==> config.mk <==
export PLATFORM = sky130hd
export DESIGN_NAME = mcc_top
export DESIGN_NICKNAME = d
export VERILOG_FILES = /design/src/rtl/mcc_pkg.sv /design/src/rtl/mcc_state.sv /design/src/rtl/mcc_decode.sv /design/src/rtl/mcc_top.sv
export SDC_FILE = /design/constraint.sdc
export NUM_CORES = 1
export LEC_CHECK = 0
export BUFFER_PORTS_ARGS = -buffer_cell sky130_fd_sc_hd__buf_2
export CAP_MARGIN = 25
export CORE_AREA = 2 2 39 41
export CTS_CLUSTER_DIAMETER = 120
export DETAILED_ROUTE_END_ITERATION = 8
export DIE_AREA = 0 0 41 43
export PLACE_DENSITY = 0.73
export SLEW_MARGIN = 20
export SYNTH_ARGS = -nofsm -noshare
export SYNTH_HDL_FRONTEND = slang
export SYNTH_HIERARCHICAL = 1
export SYNTH_SLANG_ARGS = --single-unit
==> constraint.sdc <==
create_clock -name clk -period 1.7 [get_ports clk]
set_input_delay 0.255 -clock clk [delete_from_list [all_inputs] [get_ports clk]]
set_output_delay 0.255 -clock clk [all_outputs]
set_load 0.02 [all_outputs]
==> src/rtl/mcc_pkg.sv <==
package mcc_pkg;
  localparam int OP_W  = 6;
  localparam int ST_W  = 4;
  localparam int SEL_W = 2;

  localparam logic [OP_W-1:0] OP_RTYPE = 6'b000000;
  localparam logic [OP_W-1:0] OP_ORI   = 6'b001101;
  localparam logic [OP_W-1:0] OP_LOAD  = 6'b100011;
  localparam logic [OP_W-1:0] OP_STORE = 6'b101011;
  localparam logic [OP_W-1:0] OP_BEQ   = 6'b000100;

  // fixed state assignment, one execute and one completion state per class
  typedef enum logic [ST_W-1:0] {
    ST_FETCH  = 4'b0000,
    ST_DECODE = 4'b0001,
    ST_BRANCH = 4'b0011,
    ST_R_EX   = 4'b0100,
    ST_R_WB   = 4'b0101,
    ST_O_EX   = 4'b0110,
    ST_O_WB   = 4'b0111,
    ST_L_EX   = 4'b1000,
    ST_L_MEM  = 4'b1001,
    ST_L_WB   = 4'b1010,
    ST_S_EX   = 4'b1011,
    ST_S_MEM  = 4'b1100
  } state_e;

  localparam logic [SEL_W-1:0] ALU_ADD  = 2'b00;
  localparam logic [SEL_W-1:0] ALU_OR   = 2'b01;
  localparam logic [SEL_W-1:0] ALU_FUNC = 2'b10;
  localparam logic [SEL_W-1:0] ALU_SUB  = 2'b11;

  localparam logic [SEL_W-1:0] SRC_B  = 2'b00;
  localparam logic [SEL_W-1:0] SRC_ZX = 2'b01;
  localparam logic [SEL_W-1:0] SRC_SX = 2'b10;

  // strobe bundle from the sequencer to the datapath
  typedef struct packed {
    logic             imemRd;
    logic             irEn;
    logic             aEn;
    logic             bEn;
    logic             eEn;
    logic [SEL_W-1:0] aluSel;
    logic [SEL_W-1:0] aluSrc;
    logic             sEn;
    logic             dmemRd;
    logic             dmemWr;
    logic             mEn;
    logic             regWr;
    logic             regDst;
    logic             memToReg;
    logic             pcEn;
    logic             pcBranch;
  } ctrl_t;

  function automatic logic isKnownOp(input logic [OP_W-1:0] op);
    return (op == OP_RTYPE) || (op == OP_ORI) || (op == OP_LOAD) ||
           (op == OP_STORE) || (op == OP_BEQ);
  endfunction
endpackage

==> src/rtl/mcc_state.sv <==
module mcc_state
  import mcc_pkg::*;
(
  input  logic            clk,
  input  logic            rst,
  input  logic [OP_W-1:0] opcode,
  output state_e          stateQ
);
  state_e stateD;

  always_comb begin
    stateD = ST_FETCH;
    case (stateQ)
      ST_FETCH:  stateD = ST_DECODE;
      ST_DECODE: begin
        case (opcode)
          OP_RTYPE: stateD = ST_R_EX;
          OP_ORI:   stateD = ST_O_EX;
          OP_LOAD:  stateD = ST_L_EX;
          OP_STORE: stateD = ST_S_EX;
          OP_BEQ:   stateD = ST_BRANCH;
          default:  stateD = ST_FETCH;
        endcase
      end
      ST_R_EX:  stateD = ST_R_WB;
      ST_O_EX:  stateD = ST_O_WB;
      ST_L_EX:  stateD = ST_L_MEM;
      ST_L_MEM: stateD = ST_L_WB;
      ST_S_EX:  stateD = ST_S_MEM;
      default:  stateD = ST_FETCH;
    endcase
  end

  always_ff @(posedge clk) begin
    if (rst) stateQ <= ST_FETCH;
    else     stateQ <= stateD;
  end

  a_r1_reset_to_fetch: assert property (@(posedge clk)
    rst |=> (stateQ == ST_FETCH));
  a_r2_fetch_then_decode: assert property (@(posedge clk) disable iff (rst)
    (stateQ == ST_FETCH) |=> (stateQ == ST_DECODE));
  a_r8_unknown_refetch: assert property (@(posedge clk) disable iff (rst)
    (stateQ == ST_DECODE && !isKnownOp(opcode)) |=> (stateQ == ST_FETCH));
  a_r10_terminal_return: assert property (@(posedge clk) disable iff (rst)
    (stateQ inside {ST_R_WB, ST_O_WB, ST_L_WB, ST_S_MEM, ST_BRANCH})
    |=> (stateQ == ST_FETCH));
endmodule

==> src/rtl/mcc_decode.sv <==
module mcc_decode
  import mcc_pkg::*;
(
  input  state_e st,
  input  logic   eqFlag,
  output ctrl_t  ctrl
);
  always_comb begin
    ctrl = '0;
    case (st)
      ST_FETCH: begin
        ctrl.imemRd = 1'b1;
        ctrl.irEn   = 1'b1;
      end
      ST_DECODE: begin
        ctrl.aEn    = 1'b1;
        ctrl.bEn    = 1'b1;
        ctrl.eEn    = 1'b1;
        ctrl.aluSel = ALU_SUB;
        ctrl.aluSrc = SRC_B;
      end
      ST_R_EX: begin
        ctrl.aluSel = ALU_FUNC;
        ctrl.aluSrc = SRC_B;
        ctrl.sEn    = 1'b1;
      end
      ST_R_WB: begin
        ctrl.regWr  = 1'b1;
        ctrl.regDst = 1'b1;
        ctrl.pcEn   = 1'b1;
      end
      ST_O_EX: begin
        ctrl.aluSel = ALU_OR;
        ctrl.aluSrc = SRC_ZX;
        ctrl.sEn    = 1'b1;
      end
      ST_O_WB: begin
        ctrl.regWr = 1'b1;
        ctrl.pcEn  = 1'b1;
      end
      ST_L_EX, ST_S_EX: begin
        ctrl.aluSel = ALU_ADD;
        ctrl.aluSrc = SRC_SX;
        ctrl.sEn    = 1'b1;
      end
      ST_L_MEM: begin
        ctrl.dmemRd = 1'b1;
        ctrl.mEn    = 1'b1;
      end
      ST_L_WB: begin
        ctrl.regWr    = 1'b1;
        ctrl.memToReg = 1'b1;
        ctrl.pcEn     = 1'b1;
      end
      ST_S_MEM: begin
        ctrl.dmemWr = 1'b1;
        ctrl.pcEn   = 1'b1;
      end
      ST_BRANCH: begin
        ctrl.pcEn     = 1'b1;
        ctrl.pcBranch = eqFlag;
      end
      default: ctrl = '0;
    endcase
  end
endmodule

==> src/rtl/mcc_top.sv <==
module mcc_top
  import mcc_pkg::*;
(
  input  logic             clk,
  input  logic             rst,
  input  logic [OP_W-1:0]  opcode,
  input  logic             eqFlag,
  output logic             imemRd,
  output logic             irEn,
  output logic             aEn,
  output logic             bEn,
  output logic             eEn,
  output logic [SEL_W-1:0] aluSel,
  output logic [SEL_W-1:0] aluSrc,
  output logic             sEn,
  output logic             dmemRd,
  output logic             dmemWr,
  output logic             mEn,
  output logic             regWr,
  output logic             regDst,
  output logic             memToReg,
  output logic             pcEn,
  output logic             pcBranch,
  output logic [ST_W-1:0]  state
);
  state_e curState;
  ctrl_t  ctrl;

  mcc_state u_state (
    .clk    (clk),
    .rst    (rst),
    .opcode (opcode),
    .stateQ (curState)
  );

  mcc_decode u_decode (
    .st     (curState),
    .eqFlag (eqFlag),
    .ctrl   (ctrl)
  );

  assign state    = curState;
  assign imemRd   = ctrl.imemRd;
  assign irEn     = ctrl.irEn;
  assign aEn      = ctrl.aEn;
  assign bEn      = ctrl.bEn;
  assign eEn      = ctrl.eEn;
  assign aluSel   = ctrl.aluSel;
  assign aluSrc   = ctrl.aluSrc;
  assign sEn      = ctrl.sEn;
  assign dmemRd   = ctrl.dmemRd;
  assign dmemWr   = ctrl.dmemWr;
  assign mEn      = ctrl.mEn;
  assign regWr    = ctrl.regWr;
  assign regDst   = ctrl.regDst;
  assign memToReg = ctrl.memToReg;
  assign pcEn     = ctrl.pcEn;
  assign pcBranch = ctrl.pcBranch;

  a_r10_single_write: assert property (@(posedge clk) disable iff (rst)
    $onehot0({regWr, dmemWr}));
  a_r10_pc_then_fetch: assert property (@(posedge clk) disable iff (rst)
    pcEn |=> (imemRd && irEn));
  a_r5_load_data_ready: assert property (@(posedge clk) disable iff (rst)
    memToReg |-> $past(dmemRd));
  a_r7_branch_select: assert property (@(posedge clk) disable iff (rst)
    pcBranch |-> (pcEn && eqFlag));
  a_r2_decode_loads: assert property (@(posedge clk) disable iff (rst)
    $rose(eEn) |-> $past(irEn));
endmodule

* After elaboration in Yosys (flattened, before gate mapping)
Cells that the tools add are included.
Word-level totals: register bits 4, bits of input ports 9, output and inout port bits 22, logic and storage cells 35
Operators by class: equality and inequality tests 15, mux-type cells 13, reductions and logical operators 6
Operator list (number):
- $pmux W4 S7 | 1
- $eq A4 B4 Y1 const B | 5
- $pmux W4 S5 | 1
- $eq A4 B3 Y1 const B | 4
- $pmux W4 S4 | 1
- $eq A6 B6 Y1 const B | 2
- $mux W1 | 8
- $eq A6 B3 Y1 const B | 1
- $eq A6 B4 Y1 const B | 1
- $logic_not A6 Y1 | 1
- $reduce_or A5 Y1 | 1
- $eq A4 B1 Y1 const B | 1
- $eq A4 B2 Y1 const B | 1
- $logic_not A4 Y1 | 1
- $reduce_or A4 Y1 | 1
- $mux W3 | 1
- $reduce_or A3 Y1 | 1
- $mux W2 | 1
- $reduce_or A2 Y1 | 1

* Longest topological paths before layout
Gate-level depths: netlist of the first run.
depth in word-level cells 3, depth in mapped cells 4, gate-level depth less buffers 3

* By module
The synthesis of the first run kept the hierarchy.
Modules (own cells, without submodules):
- mcc_state | instances 1, cells each 34, area each 279.0 um^2, seq. area each 80.1 um^2
- mcc_decode | instances 1, cells each 36, area each 242.7 um^2, seq. area each 0.0 um^2

* Worst setup path after synthesis of the first run
Ideal clock, no wire load.
path kind reg-to-output, start point register u_state.stateQ[0], end point output port imemRd, arrival time 1.741 ns, required time 1.445 ns, setup slack -0.296 ns, stages on the path, launching flop included 4, buffers on the path 2, cells stage by stage dfxtp_1 -> buf_2 -> nor4_1 -> buf_4
On the way: longest elaborated chain between the ends 2
RTL lines:
- start, declared | RTL line mcc_state.sv:7 | output state_e stateQ
- start signal, assigned | RTL line mcc_state.sv:36 | else stateQ <= stateD;
- $logic_not A4 Y1 | RTL line mcc_decode.sv:10 | case (st)
- $mux W2 | RTL line mcc_decode.sv:10
- end, declared | RTL line mcc_top.sv:8 | output logic imemRd,
Every way passes these cells.

* Worst setup path after layout of the first run
start point register u_state.stateQ[1], end point output port sEn
On the way: longest elaborated chain between the ends 3, elaborated cells between the ends (all ways) 6, classes of those cells 4 x eq/ne; 1 x mux; 1 x reduce/logical
RTL lines:
- $eq A4 B3 Y1 / $eq A4 B4 Y1 (equally long branches) | RTL line mcc_decode.sv:10
- $reduce_or A4 Y1 (no source line) (*)
- $mux W1 (*) | RTL line mcc_decode.sv:10
- end, declared | RTL line mcc_top.sv:15 | output logic sEn,
Mark *: on every way between the ends. The rest lies on a longest branch, timed or not.

==> metrics.cfg, run 1 <==
[run_status]
status = finished, final reports clean

[logic_synthesis]
yosysSeqAreaShare_pct = 15.3
synth.distinct_cells = 34
synth_flop_cell = dfxtp_1
synth-edff-count = 0
synth_warnings = 6
syn_nets = 79
synthCells = 70
synth_top_cell_by_area = dfxtp_1
synth_area_leaders = dfxtp_1, buf_4, nor2_1, nor3_1, buf_6
netlist_area_um2 = 522
synth-seq-cells = 4
syn-mean-instance-area_um2 = 7.45
async_flop_share_pct = 0
synth_top_area_share_pct = 15.3

[worst_setup_path]
startpoint_type = flop
max_stage_delay_ps = 530
crit_fanout = 9
r2r_cells = 4
slowest_stage = or4b_1
cp.arrival_ps = 1390
critPathCaptureType = output port
crit_type = flop to output port
critPathBufInv = 1
crit_chain = or4b_1 > o211ai_1 > buf_4
worstPathRequired_ps = 1440
cp_top_family = simple AND/OR/NAND/NOR gates
cp.depth = 3

[drt]
dr.pass1.iters = 2
vias = 631
ant_nets = 0
initialDrtViolationCount = 5
routed_wl_um = 1270
drc = 0
vias_per_cell = 5.30
detail_route.wl_per_cell_um = 10.7

[clock_tree]
path_clk_slew_ps = 40
cts_tree = done
cts_sinks = 4
clk_latency_ps = 230
cts_root_buffer = clkbuf_4
cts_buffers = 3
cts_htree_levels = 1
max-clock-path-buffers = 2

[cells_and_area]
diodes = 0
nNetsFinal = 114
mostFrequentLayoutCells = buf_2, buf_4, nor2_1, nor3_1, nand2_1
stdcell_area_um2 = 731
multi_input_area_um2 = 372
largest_reg_flops = 4
fill_cells = 150
drive_above_1_share_pct = 50.5
largest-register = u_state/stateQ
areaGrowthSynthToFinish_pct = 40.0
fin_util_pct = 52.8
top_regs = u_state/stateQ: 4 flops
layout.cells.most_common = buf_2
register_area_um2 = 85.1

[sta]
setup_viol = 0
hold_ws_ps = 260
finalHoldViolations = 0
period_needed_ps = 1640
rsz0062_at_grt = no
max_freq_mhz = 609
worst_slew_pin_slew_ps = 234
post-route-period-util_pct = 96.5
clock_skew_ps = 3.85
slew_headroom_pct = 84.2
slew_violations = 0

[hold_path]
hold_depth = 2
hold_class = input port to flop

[floorplanning]
start_util_pct = 37.7
core_mm2 = 0.00138
pin_count = 31
die-area_mm2 = 0.00176
die_w_um = 41
dieHeight_um = 43
std_cell_rows = 14

[grt]
grt-ovfl-total = 0
grt_pass1_vias = 487
grt_first_pass_wirelength_um = 1990
grt_max_degree = 15
gr-usage-met1_pct = 19.5
grt_antenna_before_repair = 0
met2_usage_pct = 25.9
grt_util_all_layers_pct = 16.5
grt_use_met3_pct = 4.71
grt_busiest_layer = met2

[power]
leakage_nw = 0.345
power_density_mw_per_mm2 = 472
fin_total_pwr_w = 0.000345
worst_ir_drop_vdd_v = 0.000237

[placed_design]
placed_area_um2 = 678
port-buffer-count = 30
hpwl_um = 972
gp_congestion = 0.783

[job]
cap_viol_max_count = 0

[layer usage]
layer / wire length (um) / vias to the layer above
met5: 0 / -
met4: 0 / 0
met3: 109 / 0
met2: 630 / 27
met1: 531 / 277
li1: - / 327
[final cells by class]
type	count	share of cell area, %
repair buffers	39	30.1
multi-input cells	54	50.9
well taps	16	2.74
inverters	3	1.54
flip-flops and latches	4	11.6
clock buffers	3	3.08
[power by group]
part,internal [W],switching (W)
registers,0.0000959,0.00000340
logic,0.0000514,0.0000761
clock network,0.0000790,0.0000391
[path summary, 6_finish.rpt]
check,slack (ps),end,start
worst max-delay path,60,sEn,u_state/stateQ[1]
worst min-delay path,260,u_state/stateQ[2],rst
worst max register to register,440,u_state/stateQ[1],u_state/stateQ[2]
worst min register to register,640,u_state/stateQ[0],u_state/stateQ[3]
[what timing repair did]
| action | in CTS | in global routing |
|---|---|---|
| hold buffers | 0 | 0 |
| setup buffers | 0 | 3 |
| resized for setup | 2 | 2 |
| endpoints found under the setup margin | 1 | 1 |
[through the flow]
| step | TNS (ps) | std cells | setup slack (ps) |
|---|---|---|---|
| after global placement | 0 | 113 | 236 |
| after CTS | 0 | 116 | 3.43 |
| after floorplan | -22.2 | 70 | -22.2 |
| after detailed placement | 0 | 113 | 184 |
| final | 0 | 119 | 59.3 |
| after global routing | 0 | 119 | 18.6 |
[kinds of logic (layout without fill, tap and decap cells)]
kind of cell / Yosys count / in the layout / synth area share, %
AOI/OAI and AO/OA: 16 / 16 / 25.2
xor gates and xnor gates: 2 / 2 / 3.36
buffers and inverters: 12 / 45 / 15.6
DFF: 4 / 4 / 15.3
muxes: 1 / 1 / 1.92
and+or+nand+nor: 35 / 35 / 38.6
[synth_stat cells (2+ instances only)]
cell	instances
nand2_1	4
o211ai_1	2
buf_2	2
nor4_1	2
nand2b_1	3
a32oi_1	2
inv_1	3
xnor2_1	2
nor3_1	6
buf_6	2
dfxtp_1	4
a31oi_1	3
buf_4	5
nor2_1	10
Power figures use the tool's default switching activity.
==> run 2, diff against run 1 <==
==> constraint.sdc (replaced) <==
create_clock -name clk -period 1.92 [get_ports clk]
set_input_delay 0.288 -clock clk [delete_from_list [all_inputs] [get_ports clk]]
set_output_delay 0.288 -clock clk [all_outputs]
set_load 0.02 [all_outputs]
==> metrics.cfg, run 2 (same netlist as run 1, synthesis figures left out) <==
[sta]
rsz0062_at_grt = no
slew_violations = 0  ; unchanged
worst_slew_pin_slew_ps = 296  ; +62.4 ps
clock_skew_ps = 3.98  ; +0.129 ps
post-route-period-util_pct = 89.6
slew_headroom_pct = 80.2  ; -4.0 points
max_freq_mhz = 581
period_needed_ps = 1720
setup_viol = 0  ; unchanged
hold_ws_ps = 296  ; +36.5 ps
finalHoldViolations = 0  ; unchanged
setup_slack_ps = 200  ; +141 ps
fin_setup_tns_ps = 0  ; unchanged

[cells_and_area]
multi_input_area_um2 = 367  ; -1.3%
register_area_um2 = 80.1  ; -5.9%
areaGrowthSynthToFinish_pct = 33.3
drive_above_1_share_pct = 46.0  ; -4.5 points
largest_reg_flops = 4  ; unchanged
diodes = 0  ; unchanged
layout.cells.most_common = buf_2
mostFrequentLayoutCells = buf_2, nor2_1, buf_4, nor3_1
largest-register = u_state/stateQ
top_regs = u_state/stateQ: 4 flops
fill_cells = 148  ; -1.3%
nNetsFinal = 111  ; -2.6%

[drt]
drc = 0  ; unchanged
initialDrtViolationCount = 15  ; +10
detail_route.wl_per_cell_um = 10.8  ; +1.5%
dr.pass1.iters = 4  ; +2
vias = 629  ; -0.32%
vias_per_cell = 5.42  ; +2.3%
routed_wl_um = 1260  ; -1.0%
ant_nets = 0  ; unchanged

[worst_setup_path]
startpoint_type = flop
max_stage_delay_ps = 480  ; -50 ps
cp_top_family = flip-flops
critPathCaptureType = output port
critPathBufInv = 1  ; unchanged
slowest_stage = dfxtp_1
cp.arrival_ps = 1430  ; +40 ps
crit_fanout = 11  ; +2
crit_chain = or3b_4 > a21oi_2 > buf_2
worstPathRequired_ps = 1630  ; +190 ps
crit_type = flop to output port

[hold_path]
hold_class = input port to flop

[clock_tree]
max-clock-path-buffers = 2  ; unchanged
cts_resized = 0  ; -2
cts_buffers = 3  ; unchanged
cts_htree_levels = 1  ; unchanged
hold_buffers = 0  ; unchanged
clk_latency_ps = 230  ; about the same
cts_tree = done
path_clk_slew_ps = 40  ; about the same
cts_root_buffer = clkbuf_4
cts_setup_buffers = 0  ; unchanged
cts_sinks = 4  ; unchanged

[floorplanning]
die_w_um = 41  ; unchanged
core_mm2 = 0.00138  ; unchanged
pin_count = 31  ; unchanged
start_util_pct = 37.7  ; unchanged
die-area_mm2 = 0.00176  ; unchanged
dieHeight_um = 43  ; unchanged
std_cell_rows = 14  ; unchanged

[grt]
grt_util_all_layers_pct = 15.8  ; -0.70 points
grt_antenna_before_repair = 0  ; unchanged
grt-ovfl-total = 0  ; unchanged
grt_first_pass_wirelength_um = 1970  ; -1.1%
grt_max_degree = 14  ; -1
grt_pass1_vias = 482  ; -1.0%

[run_status]
status = finished, final reports clean

[placed_design]
gp_congestion = 0.742  ; -5.3%
port-buffer-count = 30  ; unchanged
hpwl_um = 965  ; -0.76%
post-place-ws_ps = 437  ; +254 ps

[power]
worst_ir_drop_vdd_v = 0.000230  ; -3.2%
power_density_mw_per_mm2 = 436  ; -7.5%
leakage_nw = 0.324  ; -6.1%

[job]
cap_viol_max_count = 0  ; unchanged

## run 2: per-layer routing
metal  routed length, um  global-route usage [%]
met1                 555                    21.4
met4                   0                    6.00
met2                 600                    23.8
met5                   0                       0
met3                 102                    3.14
## run 2: area by class of cell
cell class,count,share of cell area (%)
multi-input combinational,54,52.7
timing repair buffer,36,28.1
sequential,4,11.5
clock buffer,3,3.24
tap,16,2.88
inverter,3,1.62
## run 2: where the power goes
group	internal (W)	leakage, nW	switching, W
sequential	0.0000862	0.0326	0.00000549
combinational	0.0000442	0.278	0.0000648
clock	0.0000698	0.0138	0.0000332
total	0.000200	0.324	0.000103
## run 2: metrics by stage
step | area (um2) | instances | util [%] | power (W)
2_1_floorplan | 528 | 70 | - | 0.000170
3_3_place_gp | 673 | 113 | 48.6 | 0.000199
3_5_place_dp | 673 | 113 | 48.6 | 0.000202
4_1_cts | 696 | 116 | 50.3 | 0.000310
5_1_grt | 696 | 116 | 50.3 | 0.000324
6_report | 696 | 116 | 50.3 | 0.000304
## run 2: worst paths after layout
check / startpoint / to / slack, ps / cells after the start
worst max-delay path: u_state/stateQ[0] / aluSel[0] / 200 / 3
worst min-delay path: rst / u_state/stateQ[3] / 300 / 2
worst max register to register: u_state/stateQ[2] / u_state/stateQ[1] / 650 / 4
worst min register to register: u_state/stateQ[3] / u_state/stateQ[0] / 640 / 2
## run 2: worst reg2reg max path, stage by stage, from the launching register on
cell and delay, ps:
dfxtp_1 440, buf_4 250, nor4bb_1 290, a31oi_1 60
o32ai_1 130
